**src/rtl/startup_seq_pkg.sv**
```systemverilog
package startup_seq_pkg;
  typedef enum logic [2:0] {
    ST_IDLE   = 3'd0,
    ST_SYNC   = 3'd1,
    ST_SETTLE = 3'd2,
    ST_ARMED  = 3'd3,
    ST_RUN    = 3'd4
  } seq_state_e;
endpackage

```
**src/rtl/seq_counter.sv**
```systemverilog
module seq_counter #(
  parameter int W = 16
) (
  input  logic         clk,
  input  logic         rst_n,
  input  logic         load,
  input  logic [W-1:0] load_val,
  input  logic         dec,
  output logic         zero
);
  logic [W-1:0] cnt_q;

  always_ff @(posedge clk or negedge rst_n) begin
    if (!rst_n) begin
      cnt_q <= '0;
    end else if (load) begin
      cnt_q <= load_val;
    end else if (dec && (cnt_q != '0)) begin
      cnt_q <= cnt_q - 1'b1;
    end
  end

  assign zero = (cnt_q == '0);

  // the count never wraps from zero
  p_no_wrap_r4: assert property (@(posedge clk) disable iff (!rst_n)
    (zero && !load) |=> zero);
endmodule

```
**src/rtl/seq_fsm.sv**
```systemverilog
module seq_fsm
  import startup_seq_pkg::*;
#(
  parameter int DLY_W    = 16,
  parameter int SET_W    = 16,
  parameter int SYNC_LEN = 4,
  parameter int CNT_W    = 16
) (
  input  logic             clk,
  input  logic             rst_n,
  input  logic             cfg_master,
  input  logic [DLY_W-1:0] cfg_delay,
  input  logic [SET_W-1:0] cfg_settle,
  input  logic             tb_locked,
  input  logic             seq_begin,
  input  logic             rate_stb,
  input  logic             start_cmd,
  input  logic             abort,
  input  logic             sync_in,
  input  logic             trig_in,
  input  logic             cnt_zero,
  output logic             cnt_load,
  output logic [CNT_W-1:0] cnt_val,
  output logic             cnt_dec,
  output seq_state_e       state,
  output logic             mode_master,
  output logic             fire
);
  seq_state_e state_q, state_d;
  logic       mode_q, mode_d;
  logic       pend_q, pend_d;

  always_comb begin
    state_d  = state_q;
    mode_d   = mode_q;
    pend_d   = pend_q;
    cnt_load = 1'b0;
    cnt_val  = '0;
    cnt_dec  = 1'b0;
    fire     = 1'b0;
    if (abort) begin
      state_d = ST_IDLE;
      pend_d  = 1'b0;
    end else begin
      case (state_q)
        ST_IDLE: begin
          if (seq_begin && tb_locked) begin
            state_d  = ST_SYNC;
            mode_d   = cfg_master;
            pend_d   = 1'b0;
            cnt_load = 1'b1;
            cnt_val  = CNT_W'(SYNC_LEN - 1);
          end
        end
        ST_SYNC: begin
          if (mode_q) begin
            if (start_cmd) pend_d = 1'b1;
            if (cnt_zero) begin
              state_d  = ST_SETTLE;
              cnt_load = 1'b1;
              cnt_val  = CNT_W'(cfg_delay);
            end else begin
              cnt_dec = 1'b1;
            end
          end else if (sync_in) begin
            state_d  = ST_SETTLE;
            cnt_load = 1'b1;
            cnt_val  = CNT_W'(cfg_settle);
          end
        end
        ST_SETTLE: begin
          if (mode_q && start_cmd) pend_d = 1'b1;
          if (cnt_zero) begin
            if (mode_q && (pend_q || start_cmd)) begin
              state_d = ST_RUN;
              fire    = 1'b1;
            end else begin
              state_d = ST_ARMED;
            end
          end else begin
            cnt_dec = rate_stb;
          end
        end
        ST_ARMED: begin
          if (mode_q) begin
            if (start_cmd) begin
              state_d = ST_RUN;
              fire    = 1'b1;
            end
          end else if (trig_in) begin
            state_d = ST_RUN;
          end
        end
        ST_RUN:  state_d = ST_RUN;
        default: state_d = ST_IDLE;
      endcase
    end
  end

  always_ff @(posedge clk or negedge rst_n) begin
    if (!rst_n) begin
      state_q <= ST_IDLE;
      mode_q  <= 1'b0;
      pend_q  <= 1'b0;
    end else begin
      state_q <= state_d;
      mode_q  <= mode_d;
      pend_q  <= pend_d;
    end
  end

  assign state       = state_q;
  assign mode_master = mode_q;

  // abort always lands in IDLE
  p_abort_idle_r10: assert property (@(posedge clk) disable iff (!rst_n)
    abort |=> (state_q == ST_IDLE));
  // no progress out of IDLE without lock
  p_need_lock_r2: assert property (@(posedge clk) disable iff (!rst_n)
    (state_q == ST_IDLE && !tb_locked) |=> (state_q == ST_IDLE));
  // a slave waits for the imported sync
  p_slave_wait_r7: assert property (@(posedge clk) disable iff (!rst_n)
    (state_q == ST_SYNC && !mode_q && !sync_in && !abort) |=> (state_q == ST_SYNC));
  // a master ignores an imported trigger while armed
  p_master_no_trig_r9: assert property (@(posedge clk) disable iff (!rst_n)
    (state_q == ST_ARMED && mode_q && !start_cmd && !abort) |=> (state_q == ST_ARMED));
endmodule

```
**src/rtl/seq_outputs.sv**
```systemverilog
module seq_outputs
  import startup_seq_pkg::*;
(
  input  logic       clk,
  input  logic       rst_n,
  input  seq_state_e state,
  input  logic       mode_master,
  input  logic       fire,
  output logic       sync_out,
  output logic       trig_out,
  output logic       conv_rst,
  output logic       armed,
  output logic       running,
  output logic [2:0] seq_state
);
  logic trig_q;

  always_ff @(posedge clk or negedge rst_n) begin
    if (!rst_n) trig_q <= 1'b0;
    else        trig_q <= fire;
  end

  assign sync_out  = mode_master && (state == ST_SYNC);
  assign conv_rst  = (state == ST_SETTLE) || (mode_master && (state == ST_SYNC));
  assign armed     = (state == ST_ARMED);
  assign running   = (state == ST_RUN);
  assign trig_out  = trig_q;
  assign seq_state = state;

  // the exported sync always comes with local converter reset
  p_sync_rst_r3: assert property (@(posedge clk) disable iff (!rst_n)
    sync_out |-> conv_rst);
  // trigger only in the first running cycle
  p_trig_run_r5: assert property (@(posedge clk) disable iff (!rst_n)
    trig_out |-> running);
  p_trig_single_r5: assert property (@(posedge clk) disable iff (!rst_n)
    trig_out |=> !trig_out);
  // armed and running are exclusive
  p_status_excl_r11: assert property (@(posedge clk) disable iff (!rst_n)
    $onehot0({armed, running, conv_rst && !sync_out && armed}));
endmodule

```
**src/rtl/startup_seq.sv**
```systemverilog
module startup_seq
  import startup_seq_pkg::*;
#(
  parameter int DLY_W    = 16,
  parameter int SET_W    = 16,
  parameter int SYNC_LEN = 4
) (
  input  logic             clk,
  input  logic             rst_n,
  input  logic             cfg_master,
  input  logic [DLY_W-1:0] cfg_delay,
  input  logic [SET_W-1:0] cfg_settle,
  input  logic             tb_locked,
  input  logic             seq_begin,
  input  logic             rate_stb,
  input  logic             start_cmd,
  input  logic             abort,
  input  logic             sync_in,
  input  logic             trig_in,
  output logic             sync_out,
  output logic             trig_out,
  output logic             conv_rst,
  output logic             armed,
  output logic             running,
  output logic [2:0]       seq_state
);
  localparam int SYNC_W = $clog2(SYNC_LEN) + 1;
  localparam int CFG_W  = (DLY_W > SET_W) ? DLY_W : SET_W;
  localparam int CNT_W  = (CFG_W > SYNC_W) ? CFG_W : SYNC_W;

  logic             cnt_load, cnt_dec, cnt_zero, mode_master, fire;
  logic [CNT_W-1:0] cnt_val;
  seq_state_e       state;

  seq_fsm #(
    .DLY_W(DLY_W), .SET_W(SET_W), .SYNC_LEN(SYNC_LEN), .CNT_W(CNT_W)
  ) fsm_i (
    .clk(clk), .rst_n(rst_n), .cfg_master(cfg_master), .cfg_delay(cfg_delay),
    .cfg_settle(cfg_settle), .tb_locked(tb_locked), .seq_begin(seq_begin),
    .rate_stb(rate_stb), .start_cmd(start_cmd), .abort(abort),
    .sync_in(sync_in), .trig_in(trig_in), .cnt_zero(cnt_zero),
    .cnt_load(cnt_load), .cnt_val(cnt_val), .cnt_dec(cnt_dec),
    .state(state), .mode_master(mode_master), .fire(fire)
  );

  seq_counter #(.W(CNT_W)) cnt_i (
    .clk(clk), .rst_n(rst_n), .load(cnt_load), .load_val(cnt_val),
    .dec(cnt_dec), .zero(cnt_zero)
  );

  seq_outputs out_i (
    .clk(clk), .rst_n(rst_n), .state(state), .mode_master(mode_master),
    .fire(fire), .sync_out(sync_out), .trig_out(trig_out),
    .conv_rst(conv_rst), .armed(armed), .running(running),
    .seq_state(seq_state)
  );

  // a slave never exports sync or trigger
  p_slave_quiet_r8: assert property (@(posedge clk) disable iff (!rst_n)
    (state != ST_IDLE && !mode_master) |-> (!sync_out && !trig_out));
endmodule

```
**config.mk**
```make
export PLATFORM = sky130hd
export DESIGN_NAME = startup_seq
export DESIGN_NICKNAME = d
export VERILOG_FILES = /design/src/rtl/startup_seq_pkg.sv /design/src/rtl/seq_counter.sv /design/src/rtl/seq_fsm.sv /design/src/rtl/seq_outputs.sv /design/src/rtl/startup_seq.sv
export SDC_FILE = /design/constraint.sdc
export NUM_CORES = 1
export LEC_CHECK = 0
export ABC_AREA = 1
export BUFFER_PORTS_ARGS = -buffer_cell sky130_fd_sc_hd__buf_2
export CORE_MARGIN = 4
export CORE_UTILIZATION = 40
export DETAILED_ROUTE_END_ITERATION = 10
export PLACE_DENSITY = 0.71
export RECOVER_POWER = 25
export SLEW_MARGIN = 20
export SYNTH_ARGS = -nofsm -noshare
export SYNTH_HDL_FRONTEND = slang
export SYNTH_SLANG_ARGS = --single-unit
```
**constraint.sdc**
```tcl
create_clock -name clk -period 2.6 [get_ports clk]
set_clock_uncertainty 0.15 [all_clocks]
set_input_delay 0.39 -clock clk [delete_from_list [all_inputs] [get_ports clk]]
set_output_delay 0.39 -clock clk [all_outputs]
set_load 0.05 [all_outputs]
```
### Word-level counts from Yosys, hierarchy flattened

Index checks and enable logic that the tools add are counted.

| operators by class | value |
|---|---|
| bitwise gates (word level) | 1 |
| reduce and logical (&&, ||, !) cells | 15 |
| muxes and demuxes | 42 |
| $add $sub $neg | 1 |
| equal/unequal tests | 13 |

Operator list:

| operator | number |
|---|---|
| $mux 16 | 6 |
| $pmux 16 s2 | 1 |
| $mux 3 | 10 |
| $mux 1 | 19 |
| $logic_not 16->1 | 1 |
| $reduce_bool 16->1 | 1 |
| $sub 16x1->16 const B | 1 |
| $pmux 3 s5 | 1 |
| $ne 3x2->1 const B | 4 |
| $ne 4x3->1 const B | 3 |
| $eq 3x2->1 const B | 2 |
| $pmux 1 s2 | 3 |
| $reduce_and 6->1 | 1 |
| $logic_and 1x1->1 | 5 |
| $reduce_and 5->1 | 1 |
| $ne 4x4->1 const B | 1 |
| $reduce_bool 4->1 | 1 |
| $eq 3x1->1 const B | 1 |
| $eq 3x3->1 const B | 1 |
| $logic_not 3->1 | 1 |
| $ne 3x3->1 const B | 1 |
| $pmux 1 s3 | 1 |
| $reduce_and 3->1 | 1 |
| $logic_or 1x1->1 | 2 |
| other kinds (3) | 3 |

| storage, ports and cells | value |
|---|---|
| output and inout bits | 8 |
| register bits after elaboration | 22 |
| word-level logic and storage cells | 77 |

### Logic depth before layout (Yosys ltp)

Gate-level depths: netlist (run 1).

| depth | value |
|---|---|
| word-level depth | 8 |
| mapped depth | 14 |

### Hierarchy

Synthesis (run 1) repeated with hierarchy kept, for this count alone.

| second synthesis, totals | value |
|---|---|
| cell total of the unflattened synthesis | 317 |
| area total of the unflattened synthesis | 2,065.7 µm² |

Modules (own cells, without submodules):

| module | instances | cells each | area an instance (µm²) |
|---|---|---|---|
| seq_counter | 1 | 183 | 1,255.0 |
| seq_fsm | 1 | 118 | 715.7 |
| seq_outputs | 1 | 16 | 95.1 |

### Worst setup path after synthesis (run 1)

OpenSTA, ideal clock, no wires.

| path | value |
|---|---|
| path kind | register to output |
| from | register fsm_i.state_q[0] (netlist: fsm_i.state[0]) |
| to | output conv_rst |
| cell stages (with the launch flop) | 4 |
| setup slack | -0.017 ns |
| required time | 2.060 ns |
| arrival time | 2.077 ns |
| path through | dfrtp_1 > buf_2 > nand3_1 > o21ai_0 |

| on the way | value |
|---|---|
| cells in the longest elaborated chain, start to end | 3 |
| elaborated cells between the ends (all ways) | 4 |

RTL lines:

| element | RTL line | RTL |
|---|---|---|
| from (decl) | seq_fsm.sv:29 | `seq_state_e state_q, state_d;` |
| from (signal assigned) | seq_fsm.sv:106 | `state_q <= state_d;` |
| $eq 3x1->1 | seq_outputs.sv:24 | `assign conv_rst = (state == ST_SETTLE) \|\| (mode_master && (state == ST_SYNC));` |
| $logic_and 1x1->1 | seq_outputs.sv:24 |  |
| $logic_or 1x1->1 * | seq_outputs.sv:24 |  |
| to (decl) | startup_seq.sv:22 | `output logic conv_rst,` |

Mark *: on every way between the ends. The rest lies on a longest branch, timed or not.

### Worst setup path after layout (run 1)

| path | value |
|---|---|
| from | register cnt_i.cnt_q[7] |
| to | register cnt_i.cnt_q[4] |

| on the way | value |
|---|---|
| cells in the longest elaborated chain, start to end | 7 |
| elaborated cells between the ends (all ways) | 18 |

RTL lines:

| element | RTL line | RTL |
|---|---|---|
| from (decl) | seq_counter.sv:11 | `logic [W-1:0] cnt_q;` |
| from (signal assigned) | seq_counter.sv:17 | `cnt_q <= load_val;` |
| from (signal assigned) | seq_counter.sv:19 | `cnt_q <= cnt_q - 1'b1;` |
| $logic_not 16->1 | seq_counter.sv:23 | `assign zero = (cnt_q == '0);` |
| $mux 1 | seq_fsm.sv:58 | `if (cnt_zero) begin` |
| $mux 1 | seq_fsm.sv:56 | `if (mode_q) begin` |
| $pmux 1 s2 | seq_fsm.sv:45 | `case (state_q)` |
| $mux 1 | seq_fsm.sv:41 | `if (abort) begin` |
| $logic_and 1x1->1 | seq_counter.sv:18 | `end else if (dec && (cnt_q != '0)) begin` |
| $reduce_bool 2->1 (no line) | -- |  |

Several ways; a longest one is shown, not always the timed one.
A chain may end at the register's enable or synchronous reset.

==> metrics, run 1 <==
Top Family by Delay on Critical Path=simple AND/OR/NAND/NOR gates; Yosys reg bits=22; PostCTS Resize Cnt=0; initial DRC count=around 160; R2R Path End=cnt_i.cnt_q[4]$_DFFE_PN0P_; FILL cells=529; sw frac=0.541; CP most frequent cell=nand2_1; Syn Nets=383; grt ovf=0; drt drc=0; crit path DAT=2.18 ns; cts hold-fix bufs=1; crit start category=flip-flop; FP Rows=25; Clock Tree Root=clkbuf_8; Placed Instances=445; drt total wl=5320 µm; pwr/cell area=1010 nW/µm²; Die ar.=6150 µm²; Clock Pin Slew Worst Setup and Hold Paths=0.08 ns; Placer Congestion=0.859; number of buffers created by CTS=3; Tmin final=around 2.2 ns; Final Cell Area=2320 µm²; post-route setup TNS=0 ns; Max Cap Viol=0; post-DP HPWL=4160 µm; R2R Setup Slk=between 0.4 and 0.5 ns; Hold Path Cell Cnt=2; synthesized instance count=around 340; clock buffer depth=2; Hold Crit Endpoint=fsm_i.state[2]$_DFFE_PN0P_; DR pass1 iterations=4; library cells used by synthesis=25; Area Overhead vs Synth=16.8%; commonest non-fill, non-tap cells in the layout=nand2_1, buf_2, nor2_1, nand3_1, inv_1; Max transition margin=0.167; final setup margin=approximately 0.43 ns; Die X=approximately 78 µm; RSZ-0062 raised after global routing=false; Internal Power=1.07 mW; share of layout cells above drive strength 1=0.164; dpl ws=between 0.4 and 0.5 ns; Least-Margin Pin Slew=1.25 ns; Ys Warns=0; Cell Chain, Critical Path=nor2_1, nand2_2, nor2_8, nand2_2, nand3_1, and2_4, nand2_1, nand2_1, nand2_1; Top Ports=50; Net Switching=around 1.3 mW; worst min path class=input port to flip-flop; Crit path largest cell delay=roughly 0.42 ns; register area=551 µm²; Reg2Reg Depth=9; vias=2250; commonest non-fill, non-tap cell in the layout=nand2_1; Max Freq=0.460 GHz; Critical R2R Launch=cnt_i.cnt_q[7]$_DFFE_PN0P_; area of the multi-input gates=1230 µm²; CP Max Fanout=29; crit path buf inv count=0; critical path endpoint category=flip-flop; VDD IR max=0.485 mV; combinational share of power=0.640; final non-filler cell total=450; Syn Std Cell Area=between 1500 and 2000 µm²; Skew-Pair Late Insertion Delay=0.26 ns; n_diodes=0; Nets=428; power share of the sequential group=0.253; post-CTS setup buffers=0; outcome=complete, no violations; vias per cell=roughly 5; Slew Limit Fails=0; crit path max-delay cell type=dfrtp_1; Core Util, Final=0.487; number of global-route vias before repair=slightly above 2000; critical path depth in cells=9; largest net degree at the start of global routing=34; first-pass GRT wire length=about 9200 µm; Placeable Area=between 4000 and 5000 µm²; min-delay src=abort; H-tree level count=1; dpl cell area=2250 µm²; Port Buffers=49; Starting Density=0.417; TritonCTS clock tree=done; Clk pwr share=0.107; sequential area share after synthesis=0.278; Setup CP Type=flip-flop to flip-flop; final hold vios=0; initial antenna violation count=0; syn avg cell area=5.85 µm²; fin crit share=0.836; Chip Height=78.4 µm; Lkg Pwr=around 1.4 nW; Critical Path RT=2.61 ns; clk sinks=22; global-route usage over all layers=0.182; WL/cell=between 10 and 15 µm; ANT nets after route=0; final setup fails=0
==> how the worst max path moves through the flow <==
stage | from | end | slack, ns
6_report | cnt_i.cnt_q[7]$_DFFE_PN0P_ | cnt_i.cnt_q[4]$_DFFE_PN0P_ | 0.43
4_1_cts | cnt_i.cnt_q[7]$_DFFE_PN0P_ | cnt_i.cnt_q[4]$_DFFE_PN0P_ | 0.43
5_1_grt | cnt_i.cnt_q[7]$_DFFE_PN0P_ | cnt_i.cnt_q[5]$_DFFE_PN0P_ | 0.23
3_3_place_gp | cnt_i.cnt_q[13]$_DFFE_PN0P_ | cnt_i.cnt_q[8]$_DFFE_PN0P_ | 0.52
3_5_place_dp | cnt_i.cnt_q[7]$_DFFE_PN0P_ | cnt_i.cnt_q[4]$_DFFE_PN0P_ | 0.44
2_1_floorplan | fsm_i.state[0]$_DFFE_PN0P_ | conv_rst | 0.36
==> synthesized netlist by cell type <==
cell | number | area share
nand2_1 | 145 | 0.27
nand3_1 | 37 | 0.093
nor2_1 | 37 | 0.070
inv_1 | 30 | 0.057
dfrtp_1 | 22 | 0.28
nand4_1 | 19 | 0.060
o21ai_0 | 10 | 0.025
buf_2 | 9 | 0.023
a21oi_1 | 4 | 0.010
nor3_1 | 4 | 0.010
nand2_2 | 3 | 0.0095
buf_8 | 2 | 0.015
clkbuf_1 | 2 | 0.0038
ha_1 | 2 | 0.013
xnor2_1 | 2 | 0.0088
xor2_1 | 2 | 0.0088
a31oi_1 | 1 | 0.0032
and2_1 | 1 | 0.0032
and2_4 | 1 | 0.0044
buf_4 | 1 | 0.0038
nand3b_1 | 1 | 0.0038
nor2_4 | 1 | 0.0057
nor2_8 | 1 | 0.010
o211ai_1 | 1 | 0.0038
or2_2 | 1 | 0.0032
==> kinds of logic after synthesis <==
family / count (synthesis) / share of synthesized area
DFF: 22 / 0.278
adders and majority gates: 2 / 0.0126
buffers and inverters: 44 / 0.102
xor gates and xnor gates: 4 / 0.0177
and+or+nand+nor: 251 / 0.548
AOI/OAI and AO/OA: 16 / 0.0423
==> per-layer routing <==
metal,global-route usage,wire length (µm)
met3,0.0298,319
met5,0,0
met2,0.296,2470
met1,0.260,2500
met4,0.0210,26
==> power groups by stage <==
| stage | logic (mW) | clock network (mW) | registers [mW] |
|---|---|---|---|
| after floorplan | 1.19 | 0 | 0.604 |
| after global placement | 1.47 | 0 | 0.590 |
| after detailed placement | 1.49 | 0 | 0.595 |
| after CTS | 1.50 | 0.259 | 0.588 |
| after global routing | 1.70 | 0.271 | 0.609 |
| final | 1.49 | 0.249 | 0.589 |
==> per-stage QoR <==
step                power (mW)  hold slack (ns)
floorplan                 1.79          -0.0556
global placement          2.06            0.260
detailed placement        2.08            0.261
CTS                       2.34            0.189
global route              2.58            0.207
finish                    2.33            0.203
==> cell type report <==
class / instances / area share
timing repair buffer: 54 / 0.123
inverter: 30 / 0.0486
multi-input combinational: 273 / 0.531
clock buffer: 4 / 0.0238
tap: 67 / 0.0362
sequential: 22 / 0.238
==> flip-flops by register name, indices dropped and copies added, names as in the netlist <==
register and cells:
fsm_i.mode_master 1, out_i.trig_out 1, fsm_i.pend_q 1, cnt_i.cnt_q 16, fsm_i.state 3
No activity file was read; power rests on OpenSTA's default activity.
==> run 2, diff against run 1 <==
==> constraint.sdc (replaced) <==
create_clock -name clk -period 2 [get_ports clk]
set_clock_uncertainty 0.15 [all_clocks]
set_input_delay 0.3 -clock clk [delete_from_list [all_inputs] [get_ports clk]]
set_output_delay 0.3 -clock clk [all_outputs]
set_load 0.05 [all_outputs]
==> metrics, run 2 (synthesis results as in run 1) <==
Hold Path Cell Cnt=2 (unchanged); Least-Margin Pin Slew=0.616 ns (-0.633 ns); min-delay src=abort; met2 routed WL=2990 µm (+21%); drt total wl=6390 µm (+20%); FP Rows=25 (unchanged); Placer Congestion=0.895 (+4.2%); ANT nets after route=0 (unchanged); critical path endpoint category=primary output; Cell Chain, Critical Path=inv_2, nand2_1, nor2_4, buf_6, buf_6; number of buffers created by CTS=3 (unchanged); VDD IR max=0.624 mV (+28%); final setup margin=0.0520 ns (-0.374 ns); crit start category=flip-flop; Top Ports=50 (unchanged); Setup CP Type=flip-flop to primary output; Nets=452 (+5.6%); top sig layer=met4; dpl ws=0.0584 ns (-0.379 ns); grt ovf=0 (unchanged); dpl cell area=2400 µm² (+6.4%); largest net degree at the start of global routing=34 (unchanged); clock buffer depth=2 (unchanged); Placed Instances=460 (+3.4%); H-tree level count=1 (unchanged); Placeable Area=4750 µm² (unchanged); vias=2453 (+9.0%); share of layout cells above drive strength 1=0.268 (+0.103); final setup fails=0 (unchanged); Core Util, Final=0.557 (+0.0703); drt drc=0 (unchanged); Largest Register=cnt_i.cnt_q; Port Buffers=49 (unchanged); Max transition margin=0.589 (+0.422); Slew Limit Fails=0 (unchanged); first-pass GRT wire length=9680 µm (+5.6%); Area Overhead vs Synth=33.6%; vias per cell=5.18 (+3.5%); R2R Setup Slk=0.12 ns (-0.31 ns); crit path max-delay cell type=dfrtp_2; met3 wire len=543 µm (+70%); number of global-route vias before repair=2162 (+6.7%); WL/cell=13.5 µm (+14%); initial DRC count=160 (+3.2%); Crit path largest cell delay=0.42 ns (about the same); TritonCTS clock tree=done; Die ar.=6150 µm² (unchanged); Hold Crit Endpoint=fsm_i.state[2]$_DFFE_PN0P_; max reg flops=16 (unchanged); Clock Tree Root=clkbuf_8; R2R Path End=cnt_i.cnt_q[3]$_DFFE_PN0P_; outcome=complete, no violations; DR pass1 iterations=5 (+1); Final Cell Area=2650 µm² (+14%); commonest non-fill, non-tap cell in the layout=nand2_1; Critical Path RT=1.55 ns (-1.06 ns); fin crit share=0.974; Tmin final=1.95 ns; Final Power=3.61 mW (+55%); pwr/cell area=1360 nW/µm² (+35%); CP Max Fanout=12 (-59%); n_diodes=0 (unchanged); Lkg Pwr=1.54 nW (+11%); Chip Height=78.4 µm (unchanged); final non-filler cell total=474 (+5.3%); met1 WL=2730 µm (+8.9%); WHS=0.0977 ns (-0.105 ns); Die X=78.4 µm (unchanged); Max Cap Viol=0 (unchanged); post-route setup TNS=0 ns (unchanged); clk sinks=22 (unchanged); Starting Density=0.417 (unchanged); global-route usage over all layers=0.194 (+0.0122); Critical R2R Launch=cnt_i.cnt_q[0]$_DFFE_PN0P_; post-DP HPWL=4370 µm (+5.1%); worst min path class=input port to flip-flop; Reg2Reg Depth=13 (+4); crit path DAT=1.50 ns (-0.68 ns); Clock Pin Slew Worst Setup and Hold Paths=0.09 ns (about the same); CP most frequent cell=buf_6; final hold vios=0 (unchanged); initial antenna violation count=0 (unchanged); Max Freq=roughly 0.51 GHz; RSZ-0062 raised after global routing=true; commonest non-fill, non-tap cells in the layout=nand2_1, buf_2, nor2_1, nand3_1, inv_1; Skew-Pair Late Insertion Delay=0.27 ns (about the same)
==> run 2: cell types whose count changed in the layout (fill, tap and decap cells not counted), sizes merged <==
| cell | change |
|---|---|
| and2 | +2 |
| buf | +20 |
| clkbuf | +2 |
==> run 2: worst max-delay path by stage <==
stage                                     startpoint                          to  slack (ns)  depth (start not counted)
final                     fsm_i.state[1]$_DFFE_PN0P_                    sync_out        0.05                          5
after global routing      cnt_i.cnt_q[0]$_DFFE_PN0P_  cnt_i.cnt_q[3]$_DFFE_PN0P_       -0.02                         13
after CTS                 cnt_i.cnt_q[0]$_DFFE_PN0P_  cnt_i.cnt_q[5]$_DFFE_PN0P_       0.004                         12
after detailed placement  cnt_i.cnt_q[0]$_DFFE_PN0P_  cnt_i.cnt_q[5]$_DFFE_PN0P_        0.06                         12
after global placement    fsm_i.state[1]$_DFFE_PN0P_  cnt_i.cnt_q[8]$_DFFE_PN0P_        0.07                         11
after floorplan           fsm_i.state[0]$_DFFE_PN0P_                    conv_rst      -0.008                          3
==> run 2: routing by layer <==
metal | GRT usage | vias to the layer above
li1 | - | 1218
met3 | 0.0241 | 11
met2 | 0.325 | 115
met5 | 0 | -
met4 | 0.0647 | 0
met1 | 0.257 | 1109
==> run 2: report_power, final <==
group | internal, mW | total (mW) | switching [mW]
combinational | 0.956 | 2.49 | 1.54
clock | 0.176 | 0.340 | 0.164
sequential | 0.604 | 0.772 | 0.168
==> run 2: repair_timing <==
action	4_1_cts	5_1_grt
endpoints found under the setup margin	1	18
gates resized for setup	5	19
pin swaps	0	2
endpoints found under the hold margin	22	0
hold buffers	1	0
gates cloned	0	4
setup buffers	0	5
==> run 2: final cells by class <==
| cell class | instances | area [µm²] |
|---|---|---|
| Fill cell | 476 | 2100 |
| Inverter | 30 | 113 |
| Clock buffer | 4 | 55.1 |
| Timing Repair Buffer | 76 | 533 |
| Multi-Input combinational cell | 275 | 1310 |
| Sequential cell | 22 | 554 |
| Tap cell | 67 | 83.8 |
==> run 2: worst max-delay path: cells and delay by family (launching register included) <==
| family | cells | cell delay, ns |
|---|---|---|
| and+or+nand+nor | 2 | 0.33 |
| DFF | 1 | 0.42 |
| buffers and inverters | 3 | 0.48 |
